[src/rtl/bea_pkg.sv]
package bea_pkg;
  typedef enum logic [3:0] {
    M_IDX8U  = 4'd0,
    M_IDX16S = 4'd1,
    M_IDX20S = 4'd2,
    M_ACCE   = 4'd3,
    M_EXT    = 4'd4,
    M_POST   = 4'd5,
    M_REL    = 4'd6,
    M_AIMM   = 4'd7,
    M_ACCD   = 4'd8
  } ea_mode_e;

  localparam logic [3:0] M_LAST = 4'd8;
  localparam logic [1:0] SEL_X = 2'd0;
  localparam logic [1:0] SEL_Y = 2'd1;
  localparam logic [1:0] SEL_Z = 2'd2;
endpackage

[src/rtl/bea_base_sel.sv]
module bea_base_sel #(
  parameter int PW = 16,
  parameter int XW = 4,
  localparam int AW = PW + XW
) (
  input  logic [1:0]    idx_sel,
  input  logic [XW-1:0] xk,
  input  logic [PW-1:0] ix,
  input  logic [XW-1:0] yk,
  input  logic [PW-1:0] iy,
  input  logic [XW-1:0] zk,
  input  logic [PW-1:0] iz,
  output logic [AW-1:0] base,
  output logic [1:0]    sel_n
);
  import bea_pkg::*;

  always_comb begin
    case (idx_sel)
      SEL_Y:   begin base = {yk, iy}; sel_n = SEL_Y; end
      SEL_Z:   begin base = {zk, iz}; sel_n = SEL_Z; end
      default: begin base = {xk, ix}; sel_n = SEL_X; end
    endcase
  end
endmodule

[src/rtl/bea_off_gen.sv]
module bea_off_gen #(
  parameter int PW = 16,
  parameter int XW = 4,
  localparam int AW = PW + XW
) (
  input  logic [3:0]    mode,
  input  logic          rel_word,
  input  logic [AW-1:0] opnd,
  input  logic [PW-1:0] acc_d,
  input  logic [PW-1:0] acc_e,
  output logic [AW-1:0] off
);
  import bea_pkg::*;

  logic [AW-1:0] z8, s8, s16, se, sd;

  assign z8  = {{(AW-8){1'b0}}, opnd[7:0]};
  assign s8  = {{(AW-8){opnd[7]}}, opnd[7:0]};
  assign s16 = {{XW{opnd[PW-1]}}, opnd[PW-1:0]};
  assign se  = {{XW{acc_e[PW-1]}}, acc_e};
  assign sd  = {{XW{acc_d[PW-1]}}, acc_d};

  always_comb begin
    case (mode)
      M_IDX8U:         off = z8;
      M_IDX16S:        off = s16;
      M_IDX20S:        off = opnd;
      M_ACCE:          off = se;
      M_ACCD:          off = sd;
      M_POST, M_AIMM:  off = s8;
      M_REL:           off = rel_word ? s16 : s8;
      default:         off = '0;
    endcase
  end
endmodule

[src/rtl/bea_calc.sv]
module bea_calc #(
  parameter int PW = 16,
  parameter int XW = 4,
  localparam int AW = PW + XW
) (
  input  logic [3:0]    mode,
  input  logic [1:0]    sel_n,
  input  logic          br_taken,
  input  logic [AW-1:0] base,
  input  logic [AW-1:0] off,
  input  logic [AW-1:0] xbase,
  input  logic [XW-1:0] pk,
  input  logic [PW-1:0] pc,
  input  logic [XW-1:0] dext,
  input  logic [PW-1:0] abs_word,
  output logic [AW-1:0] ea,
  output logic          wb_en,
  output logic [1:0]    wb_sel,
  output logic [AW-1:0] wb_val
);
  import bea_pkg::*;

  logic [AW-1:0] sum, xsum;
  logic [PW-1:0] pc_next;

  assign sum     = base + off;
  assign xsum    = xbase + off;
  assign pc_next = pc + off[PW-1:0];

  always_comb begin
    ea     = '0;
    wb_en  = 1'b0;
    wb_sel = SEL_X;
    wb_val = '0;
    case (mode)
      M_IDX8U, M_IDX16S, M_IDX20S, M_ACCE, M_ACCD: ea = sum;
      M_EXT:  ea = {dext, abs_word};
      M_POST: begin
        ea     = xbase;
        wb_en  = 1'b1;
        wb_sel = SEL_X;
        wb_val = xsum;
      end
      M_REL:  ea = br_taken ? {pk, pc_next} : {pk, pc};
      M_AIMM: begin
        ea     = sum;
        wb_en  = 1'b1;
        wb_sel = sel_n;
        wb_val = sum;
      end
      default: ea = '0;
    endcase
  end
endmodule

[src/rtl/bank_ea_gen.sv]
module bank_ea_gen #(
  parameter int PW = 16,
  parameter int XW = 4,
  parameter int OW = 24,
  localparam int AW = PW + XW,
  localparam int PADW = OW - AW
) (
  input  logic          clk,
  input  logic          rst,
  input  logic          req,
  input  logic [3:0]    mode,
  input  logic [1:0]    idx_sel,
  input  logic          rel_word,
  input  logic          br_taken,
  input  logic [XW-1:0] xk,
  input  logic [PW-1:0] ix,
  input  logic [XW-1:0] yk,
  input  logic [PW-1:0] iy,
  input  logic [XW-1:0] zk,
  input  logic [PW-1:0] iz,
  input  logic [XW-1:0] pk,
  input  logic [PW-1:0] pc,
  input  logic [PW-1:0] acc_d,
  input  logic [PW-1:0] acc_e,
  input  logic [AW-1:0] opnd,
  input  logic [XW-1:0] dext,
  output logic          vld,
  output logic [AW-1:0] ea,
  output logic [OW-1:0] ext_addr,
  output logic          wb_en,
  output logic [1:0]    wb_sel,
  output logic [AW-1:0] wb_val
);
  import bea_pkg::*;

  logic [AW-1:0] base, off, ea_c, wbv_c;
  logic [1:0]    sel_n, wbs_c;
  logic          wbe_c;

  bea_base_sel #(.PW(PW), .XW(XW)) u_base (
    .idx_sel(idx_sel), .xk(xk), .ix(ix), .yk(yk), .iy(iy),
    .zk(zk), .iz(iz), .base(base), .sel_n(sel_n)
  );

  bea_off_gen #(.PW(PW), .XW(XW)) u_off (
    .mode(mode), .rel_word(rel_word), .opnd(opnd),
    .acc_d(acc_d), .acc_e(acc_e), .off(off)
  );

  bea_calc #(.PW(PW), .XW(XW)) u_calc (
    .mode(mode), .sel_n(sel_n), .br_taken(br_taken), .base(base),
    .off(off), .xbase({xk, ix}), .pk(pk), .pc(pc), .dext(dext),
    .abs_word(opnd[PW-1:0]), .ea(ea_c), .wb_en(wbe_c),
    .wb_sel(wbs_c), .wb_val(wbv_c)
  );

  always_ff @(posedge clk) begin
    if (rst) begin
      vld      <= 1'b0;
      ea       <= '0;
      ext_addr <= '0;
      wb_en    <= 1'b0;
      wb_sel   <= '0;
      wb_val   <= '0;
    end else begin
      vld <= req;
      if (req) begin
        ea       <= ea_c;
        ext_addr <= {{PADW{ea_c[AW-1]}}, ea_c};
        wb_en    <= wbe_c;
        wb_sel   <= wbs_c;
        wb_val   <= wbv_c;
      end
    end
  end

  // valid follows the strobe by one clock
  a_r10_vld_after_req: assert property (@(posedge clk) disable iff (rst)
    req |=> vld);
  // no strobe, outputs held and not valid
  a_r10_hold: assert property (@(posedge clk) disable iff (rst)
    !req |=> (!vld && $stable(ea) && $stable(wb_val) && $stable(wb_en)));
  // outward address mirrors ea with bit 19 repeated
  a_r9_upper_copy: assert property (@(posedge clk) disable iff (rst)
    vld |-> (ext_addr[AW-1:0] == ea &&
             ext_addr[OW-1:AW] == {PADW{ea[AW-1]}}));
  // post-modify uses unmodified X as address
  a_r6_post_base: assert property (@(posedge clk) disable iff (rst)
    (req && mode == M_POST) |=> (ea == $past({xk, ix}) && wb_en && wb_sel == SEL_X));
  // untaken branch keeps pc and its bank
  a_r7_not_taken: assert property (@(posedge clk) disable iff (rst)
    (req && mode == M_REL && !br_taken) |=> (ea == $past({pk, pc}) && !wb_en));
  // add-immediate writes back the same value it addresses
  a_r8_aimm_wb: assert property (@(posedge clk) disable iff (rst)
    (req && mode == M_AIMM) |=> (wb_en && wb_val == ea));
  // unused codes give nothing
  a_r12_unused: assert property (@(posedge clk) disable iff (rst)
    (req && mode > M_LAST) |=> (!wb_en && ea == '0));
  // extended address takes data bank and absolute word
  a_r5_ext: assert property (@(posedge clk) disable iff (rst)
    (req && mode == M_EXT) |=> (ea == $past({dext, opnd[PW-1:0]})));
endmodule

[config.mk]
export PLATFORM = sky130hd
export DESIGN_NAME = bank_ea_gen
export DESIGN_NICKNAME = d
export VERILOG_FILES = /design/src/rtl/bea_pkg.sv /design/src/rtl/bea_base_sel.sv /design/src/rtl/bea_off_gen.sv /design/src/rtl/bea_calc.sv /design/src/rtl/bank_ea_gen.sv
export SDC_FILE = /design/constraint.sdc
export NUM_CORES = 1
export LEC_CHECK = 0
export ABC_AREA = 1
export BUFFER_PORTS_ARGS = -buffer_cell sky130_fd_sc_hd__buf_2
export CORE_ASPECT_RATIO = 2
export CORE_MARGIN = 8
export CORE_UTILIZATION = 43
export CTS_CLUSTER_DIAMETER = 80
export CTS_CLUSTER_SIZE = 28
export DETAILED_ROUTE_END_ITERATION = 8
export HOLD_SLACK_MARGIN = 0.03
export PLACE_DENSITY = 0.69
export SYNTH_ARGS = -nofsm -noshare
export SYNTH_HDL_FRONTEND = slang
export SYNTH_SLANG_ARGS = --single-unit
[constraint.sdc]
create_clock -name clk -period 9 [get_ports clk]
set_input_delay 0.9 -clock clk [delete_from_list [all_inputs] [get_ports clk]]
set_output_delay 0.9 -clock clk [all_outputs]
set_load 0.01 [all_outputs]
==> results.toml, run 1 <==
[place]
io_buffers = 214
gp_congestion = 1.03
place_hpwl_um = 30800

[synth]
synth_ff_type = "dfxtp_1"
ys_ff_latch = 44
netlist_area_sq_mm = 0.00689
yosysWarnings = 0
ys_async_sr_fraction_pct = 0
netlist_top_cells_area = "nand2_1, dfxtp_1, nand3_1, inv_1, ha_1"
yosysSeqAreaShare_pct = 12.8
synth.distinct_cells = 50
synth_cells = 1227
ys_top_cells_by_count = "nand2_1, inv_1, nand3_1, nor2_1, a21oi_1"
synth_edf_count = 0
yosys.cell_count.top_type = "nand2_1"
syn-mean-instance-area_sq_um = 5.62
synth_area_leader_cell = "nand2_1"
synth_nets = 1423
yosysTopAreaCellShare_pct = 17.0

[cts]
cts_tree = "built"
cts_root_buffer = "clkbuf_16"
ctsResizeCount = 0
clock_sinks = 44
insertion_delay_ns = 0.29
numCtsBuffers = 5
cts_buffer_depth = 2
clk_pin_slew_ns = 0.06
hold_buffers = 0
post_cts_buffers = 0
ctsHtreeMaxLevel = 2

[timing]
setup_tns_ns = 0
hold-worst-slack_ns = 0.478
rsz0062_at_grt = "no"
worstMarginPinSlew_ns = 1.25
slew_headroom_pct = 16.3
setup_violations = 0
finClkSkew_ns = 0
drv_slew = 0
period_minus_slack_ns = 4.60
max_freq_ghz = 0.218
fin_crit_sh_pct = 51.1
hold_viol_final = 0

[final_layout]
nets = 1585
utilization_pct = 51.1
multi_input_area_sq_mm = 0.00502
synthToLayoutAreaGrowth_pct = 17.0
seq_area_sq_um = 881
drive_gt1_share_pct = 19.7
nFillCells = 1793
antennaDiodeCount = 0

[min_path]
hold_class = "flip-flop to flip-flop"

[critical_path]
cp.arrival_ns = 4.81
crit_chain = "buf_2 -> inv_1 -> nand2_1 -> nor2_1 -> nand2_1 -> o2111ai_1 -> ha_1 -> a21oi_1 -> inv_1 -> a21oi_1 -> nand3_1 -> nand2_1 -> nand2_1 -> nand2_1 -> nand3_1 -> nand2_1 -> nand2_1 -> a21oi_1"
crit_path_frequent_cell = "nand2_1"
start_kind = "input port"
cp_max_fo = 14
path_class = "input port to flip-flop"
worstPathRequired_ns = 9.22
slowest_stage = "nor2_1"
max_stage_delay_ns = 0.96
crit_path_end_kind = "flip-flop"

[drt]
drt-total-wl_um = 36900
wire_per_inst_um = 23.2
ant_nets = 0
via_per_inst = 5.76
route.detailed.drc = 0
first_iter_violations = 695
drt-pass1-iter-count = 6
vias = 9162

[pwr]
total_leakage_power_nw = 4.49
irDropWorstVdd_uv = 89.1
powerDensity_mw_per_mm2 = 120

[floorplan]
num_io_pins = 215
die-area_sq_mm = 0.0206
fp-row-count = 65
placeableCoreArea_sq_mm = 0.0158
die_h_um = 195
die_w_um = 106
start_util_pct = 43.7

[grt]
groute.usage.overall_pct = 34.3
grt_pass1_wl_um = 53600
antenna_found_initial = 0
globalRoute.totalOverflow = 0
grt_max_degree = 66
grt_pass1_vias = 9354

[run_status]
status = "finished, final reports clean"

[flow_run]
drv_cap = 0
==> layer usage <==
metal | track usage (%) | vias to the layer above | part of all wire, %
met4 | 27.9 | 0 | 8.9
met5 | 0 | - | 0
met2 | 66.1 | 424 | 54
li1 | - | 4396 | -
met3 | 3.17 | 136 | 5.2
met1 | 31.3 | 4206 | 32
==> final timing paths <==
check / startpoint / end / slack, ns / depth (start not counted)
hold / removal: ext_addr[1] / ext_addr[1] / 0.48 / 2
setup reg to reg: ext_addr[8] / ext_addr[8] / 8.16 / 2
setup / recovery: mode[1] / ext_addr[17] / 4.40 / 18
hold reg to reg: ext_addr[1] / ext_addr[1] / 0.48 / 2
==> state kept, by name (all words and copies together), names as in the netlist <==
register,count
ext_addr,20
wb_val,20
wb_sel,2
vld,1
wb_en,1
==> per-stage QoR <==
| stage | instance area (sq um) | total power [mW] | setup WS, ns | std cells |
|---|---|---|---|---|
| after floorplan | 6890 | 0.574 | 5.38 | 1227 |
| after global placement | 7910 | 0.767 | 4.06 | 1583 |
| after detailed placement | 7910 | 0.765 | 4.14 | 1583 |
| after CTS | 8060 | 0.960 | 4.44 | 1591 |
| after global routing | 8060 | 1.02 | 4.06 | 1591 |
| final | 8060 | 0.971 | 4.40 | 1591 |
==> critical path: cells and delay by family <==
kind / cells / cell delay, ns
simple gates: 10 / 2.20
compound gates: 4 / 1.01
fa+ha+maj: 1 / 0.42
buf+inv: 3 / 0.26
==> power breakdown <==
group	total (mW)	internal [mW]	switching, mW	leakage (nW)
Combinational	0.554	0.179	0.375	4.06
Sequential	0.220	0.208	0.0123	0.361
Clock	0.197	0.111	0.0860	0.0691
==> kinds of logic (layout without fill, tap and decap cells) <==
| kind of cell | after synthesis | in the layout | share of synthesized area [%] |
|---|---|---|---|
| flops | 44 | 44 | 12.8 |
| xor+xnor | 11 | 11 | 1.40 |
| simple gates | 646 | 646 | 41.4 |
| fa+ha+maj | 49 | 49 | 8.89 |
| buf+inv | 236 | 399 | 14.4 |
| compound gates | 241 | 241 | 21.1 |
==> layout by cell type, fill, tap and decap left out, types with 3 or more instances in the layout <==
cell / instances
nand2_4: 6
o21bai_1: 4
xnor2_1: 3
or2_1: 3
o21ai_0: 72
a21oi_1: 88
nor3_1: 13
inv_2: 7
xor2_1: 8
nand2_2: 12
nor2_2: 8
clkbuf_16: 5
nor4_1: 5
o21ai_1: 13
buf_2: 214
nand2_1: 312
nand4_1: 14
a221oi_1: 4
dfxtp_1: 44
a221o_1: 16
o21ai_2: 4
buf_4: 5
nand3b_1: 12
nand3_1: 153
inv_1: 164
o211ai_1: 11
nor2_1: 101
ha_1: 49
o21a_1: 5
o2111ai_1: 10
==> final cells by class <==
cell class                      instances  share of cell area (%)
Clock inverter                          2                   0.186
Multi-Input combinational cell        947                    62.3
Inverter                              172                    8.01
Sequential cell                        44                    10.9
Timing Repair Buffer                  219                    13.7
Tap cell                              201                    3.12
Clock buffer                            6                    1.72
No activity file was read; power rests on OpenSTA's default activity.
==> inputs of run 2 (changes only) <==
--- a/config.mk
+++ b/config.mk
@@ -14,7 +14,7 @@
 export CTS_CLUSTER_SIZE = 28
 export DETAILED_ROUTE_END_ITERATION = 8
 export HOLD_SLACK_MARGIN = 0.03
-export PLACE_DENSITY = 0.69
+export PLACE_DENSITY = 0.72
 export SYNTH_ARGS = -nofsm -noshare
 export SYNTH_HDL_FRONTEND = slang
 export SYNTH_SLANG_ARGS = --single-unit
==> constraint.sdc (replaced) <==
create_clock -name clk -period 3.79 [get_ports clk]
set_input_delay 0.379 -clock clk [delete_from_list [all_inputs] [get_ports clk]]
set_output_delay 0.379 -clock clk [all_outputs]
set_load 0.01 [all_outputs]
==> run 2 against run 1 <==
Effect of this change:
- hold slack better by 0.0018 ns
- sequential share of layout area fell by 0.59 points
- register-to-register slack lost 5.2 ns
- utilization increased by 2.9 points
- global-route usage grew 0.89 points
- die area unchanged
- critical path depth is 1 higher
- non-clock buffer count grew 59
- clock-buffer cell count shrank 1
- first-iteration DRC count increased by 4.9%
- critical path type unchanged
- largest power group unchanged
- highest routed layer unchanged
==> results.toml, run 2 (same netlist as run 1, synthesis figures left out) <==
[run_status]
status = "finished, final reports clean"

[final_layout]
drive_gt1_share_pct = 22.8
design_area_sq_mm = 0.00852
nets = 1644
final_cells = 1652
multi_input_area_sq_mm = 0.00502
final_common_cell = "nand2_1"
largestRegisters = "ext_addr (20), wb_val (20), wb_sel (2)"
synthToLayoutAreaGrowth_pct = 23.6
final_cell_mix = "nand2_1, buf_2, inv_1"
seq_area_sq_um = 881
nFillCells = 1758

[grt]
grt_pass1_vias = 9613
grt_max_degree = 65
globalRoute.totalOverflow = 0
top_usage_layer = "met2"
groute.usage.overall_pct = 35.2
antenna_found_initial = 2
met1_usage_pct = 31.7
grt_pass1_wl_um = 55200
met3_usage_pct = 4.29
use_met2_pct = 68.6

[drt]
ant_nets = 0
route.detailed.drc = 0
first_iter_violations = 729
drt-pass1-iter-count = 7
vias = 9434
wire_per_inst_um = 22.7
via_per_inst = 5.71
drt-total-wl_um = 37600

[pwr]
powerDensity_mw_per_mm2 = 287
combinationalPowerShare_pct = 57.3
total_leakage_power_nw = 4.78
p_clk_share_pct = 21.4
switching_share_pct = 46.8
p_sw_mw = 1.15
irDropWorstVdd_uv = 324
p_int_mw = 1.30
seqPwrFrac_pct = 21.3

[place]
dpl.cell_count = 1642
gp_congestion = 1.04
io_buffers = 214
place_area_sq_mm = 0.00835
place_hpwl_um = 31600

[critical_path]
crit_path_end_kind = "flip-flop"
worstPathRequired_ns = 4.00
crit_chain = "buf_2 -> inv_1 -> nand2_1 -> nor2_1 -> buf_4 -> nand2_1 -> o2111ai_1 -> buf_4 -> ha_1 -> a21oi_1 -> inv_1 -> a21oi_1 -> nand3_1 -> nand2_1 -> nand3_1 -> nand3_1 -> nand3_1 -> nand2_1 -> inv_1"
start_kind = "input port"
cp_max_fo = 13
cp.arrival_ns = 3.62
max_stage_delay_ns = 0.29
path_class = "input port to flip-flop"
slowest_stage = "a21oi_1"

[timing]
fin_crit_sh_pct = 90.2
finClkSkew_ns = 0
max_freq_ghz = 0.293
worstMarginPinSlew_ns = 0.862
rsz0062_at_grt = "no"
setup_violations = 0
setup_tns_ns = 0
hold_viol_final = 0
drv_slew = 0
period_minus_slack_ns = 3.42
slew_headroom_pct = 42.4
hold-worst-slack_ns = 0.480

[min_path]
hold_class = "flip-flop to flip-flop"

[floorplan]
placeableCoreArea_sq_mm = 0.0158
fp-row-count = 65
die_h_um = 195
die-area_sq_mm = 0.0206
start_util_pct = 43.7
num_io_pins = 215
die_w_um = 106

[cts]
ctsResizeCount = 0
clock_sinks = 44
insertion_delay_ns = 0.29
numCtsBuffers = 5
cts_tree = "built"
ctsHtreeMaxLevel = 2
hold_buffers = 0
clk_pin_slew_ns = 0.08
post_cts_buffers = 0
cts_buffer_depth = 2
cts_root_buffer = "clkbuf_16"

[flow_run]
drv_cap = 0
## run 2: path summary, 6_finish.rpt
check / from / end / slack, ns / cells past startpoint
worst max-delay path: mode[1] / wb_val[17] / 0.37 / 19
worst min-delay path: wb_val[2] / wb_val[2] / 0.48 / 2
worst max register to register: ext_addr[17] / ext_addr[17] / 3.00 / 2
worst min register to register: wb_val[2] / wb_val[2] / 0.48 / 2
## run 2: layer usage
metal / vias up / wire (um)
met5: - / 0
met4: 0 / 3200
met3: 137 / 1800
met2: 401 / 20600
met1: 4381 / 12000
li1: 4515 / -
## run 2: power groups by stage
stage          combinational (mW)  clock (mW)  sequential, mW
4_1_cts                      1.38       0.530           0.522
3_5_place_dp                 1.37           0           0.532
3_3_place_gp                 1.38           0           0.532
6_report                     1.40       0.524           0.522
5_1_grt                      1.52       0.541           0.525
2_1_floorplan               0.824           0           0.538
## run 2: final cells by class
type	count	area share (%)
Multi-Input combinational cell	947	58.9
Timing Repair Buffer	278	18.2
Tap cell	201	2.95
Inverter	172	7.57
Antenna cell	2	0.0587
Clock buffer	5	1.47
Clock inverter	3	0.543
Sequential cell	44	10.3
## run 2: stage by stage
stage	power (mW)	worst slack (ns)	util [%]
6_report	2.45	0.372	54.0
2_1_floorplan	1.36	0.688	-
3_3_place_gp	1.91	0.0970	52.9
4_1_cts	2.43	0.447	54.0
3_5_place_dp	1.90	0.125	52.9
5_1_grt	2.59	0.220	54.0
## run 2: critical path: cells and delay by family
kind | cells | cell delay (ns)
fa+ha+maj | 1 | 0.27
compound gates | 3 | 0.79
buf+inv | 6 | 0.79
simple gates | 9 | 1.37
==> inputs of run 3 (changes only) <==
--- a/config.mk
+++ b/config.mk
@@ -15,6 +15,7 @@
 export DETAILED_ROUTE_END_ITERATION = 8
 export HOLD_SLACK_MARGIN = 0.03
 export PLACE_DENSITY = 0.72
+export RECOVER_POWER = 25
 export SYNTH_ARGS = -nofsm -noshare
 export SYNTH_HDL_FRONTEND = slang
 export SYNTH_SLANG_ARGS = --single-unit
==> run 3 against run 2 <==
Effect of this change:
- die area did not move
- combinational power barely moved
- worst setup slack improved by 0.0024 ns
- final area fell by 0.40%
- clock-buffer cell count did not move
- clock skew did not move
- largest power group unchanged
==> results.toml, run 3 (same netlist as run 1, synthesis figures left out) <==
[run_status]
status = "finished, final reports clean"

[floorplan]
fp-row-count = 65
num_io_pins = 215
start_util_pct = 43.7
die_w_um = 106
placeableCoreArea_sq_mm = 0.0158
die-area_sq_mm = 0.0206
die_h_um = 195

[cts]
cts_buffer_depth = 2
ctsResizeCount = 0
cts_root_buffer = "clkbuf_16"
post_cts_buffers = 0
clock_sinks = 44
cts_tree = "built"
hold_buffers = 0
clk_pin_slew_ns = 0.08
numCtsBuffers = 5
ctsHtreeMaxLevel = 2
insertion_delay_ns = 0.29

[critical_path]
reg2reg_to = "ext_addr[14]"
ff2ff_setup_slack_ns = 3.00
worstPathRequired_ns = 4.00
path_class = "input port to flip-flop"
cp_max_fo = 13
cp.arrival_ns = 3.62
crit_path_end_kind = "flip-flop"
rr_worst_depth = 2
r2r-start = "ext_addr[14]"
start_kind = "input port"

[min_path]
worst_hold_startpoint = "wb_val[2]"
hold_end = "wb_val[2]"
holdPathStages = 2
hold_class = "flip-flop to flip-flop"

[timing]
setup_tns_ns = 0
drv_slew = 0
max_freq_ghz = 0.293
finClkSkew_ns = 0
slew_headroom_pct = 41.3
setup_violations = 0
rsz0062_at_grt = "no"
hold_viol_final = 0
fin_crit_sh_pct = 90.1
worstMarginPinSlew_ns = 0.879
period_minus_slack_ns = 3.42

[drt]
via_per_inst = 5.67
drt-pass1-iter-count = 7
first_iter_violations = 716
vias = 9373
wire_per_inst_um = 22.7
drt-total-wl_um = 37500
route.detailed.drc = 0
ant_nets = 0

[final_layout]
synthToLayoutAreaGrowth_pct = 23.2
final_common_cell = "nand2_1"
final_cells = 1652
utilization_pct = 53.8
drive_gt1_share_pct = 21.0
nets = 1644
final_cell_mix = "nand2_1, buf_2, inv_1"
largestRegisters = "ext_addr (20), wb_val (20), wb_sel (2)"
nFillCells = 1775

[place]
io_buffers = 214
dpl.cell_count = 1642
gp_congestion = 1.04
place_hpwl_um = 31600

[pwr]
powerDensity_mw_per_mm2 = 289
total_leakage_power_nw = 4.68
irDropWorstVdd_uv = 325

[grt]
grt_pass1_wl_um = 55200
antenna_found_initial = 2
grt_max_degree = 65
grt_pass1_vias = 9613
globalRoute.totalOverflow = 0
groute.usage.overall_pct = 35.2

[flow_run]
drv_cap = 0
==> run 3: changes by cell type in the layout (fill, tap and decap cells not counted) <==
| cell | change |
|---|---|
| clkbuf_1 | +27 |
| buf_2 | -27 |
==> run 3: stage by stage <==
stage	hold slack, ns	area [sq um]	total power [mW]	setup slack (ns)
finish	0.480	8490	2.45	0.375
global route	0.506	8490	2.59	0.220
CTS	0.481	8520	2.43	0.447
detailed placement	0.462	8350	1.90	0.125
global placement	0.458	8350	1.91	0.0970
floorplan	0.500	6890	1.36	0.688
==> run 3: worst max-delay path: stages <==
cell and delay, ns:
buf_2 0.13, inv_1 0.07, nand2_1 0.13, nor2_1 0.21, buf_4 0.26, nand2_1 0.09
o2111ai_1 0.22, buf_4 0.22, ha_1 0.27, a21oi_1 0.29, inv_1 0.07, a21oi_1 0.28
nand3_1 0.23, nand2_1 0.17, nand3_1 0.11, nand3_1 0.12, nand3_1 0.18, nand2_1 0.13
inv_1 0.04
==> run 3: cell type report <==
cell class                 count  area, sq um  area share (%)
timing repair buffer         278         1520            17.9
tap                          201          251            2.96
sequential                    44          881            10.4
antenna                        2         5.00          0.0589
clock buffer                   5          125            1.47
clock inverter                 3         46.3           0.545
inverter                     172          646            7.60
multi-input combinational    947         5020            59.1
==> run 3: metal layers <==
metal | wire, um | vias to the layer above | track usage, %
li1 | - | 4517 | -
met5 | 0 | - | 0
met4 | 3130 | 0 | 26.5
met1 | 12100 | 4354 | 31.7
met2 | 20600 | 368 | 68.6
met3 | 1790 | 134 | 4.29
==> run 3: how the worst max path moves through the flow <==
stage          startpoint      endpoint  slack, ns  cells after the start
6_report          mode[1]    wb_val[17]       0.37                     19
2_1_floorplan     mode[1]  ext_addr[15]       0.69                     19
4_1_cts           mode[1]    wb_val[17]       0.45                     19
3_3_place_gp   idx_sel[0]    wb_val[17]        0.1                     17
5_1_grt           mode[3]  ext_addr[10]       0.22                     17
3_5_place_dp   idx_sel[0]    wb_val[17]       0.13                     17
==> run 3: report_power, final <==
group          leakage (nW)  switching [mW]  internal (mW)  total (mW)
registers             0.361          0.0290          0.494       0.523
logic                  4.24           0.910          0.490        1.40
clock network        0.0804           0.213          0.314       0.527
total                  4.68            1.15           1.30        2.45
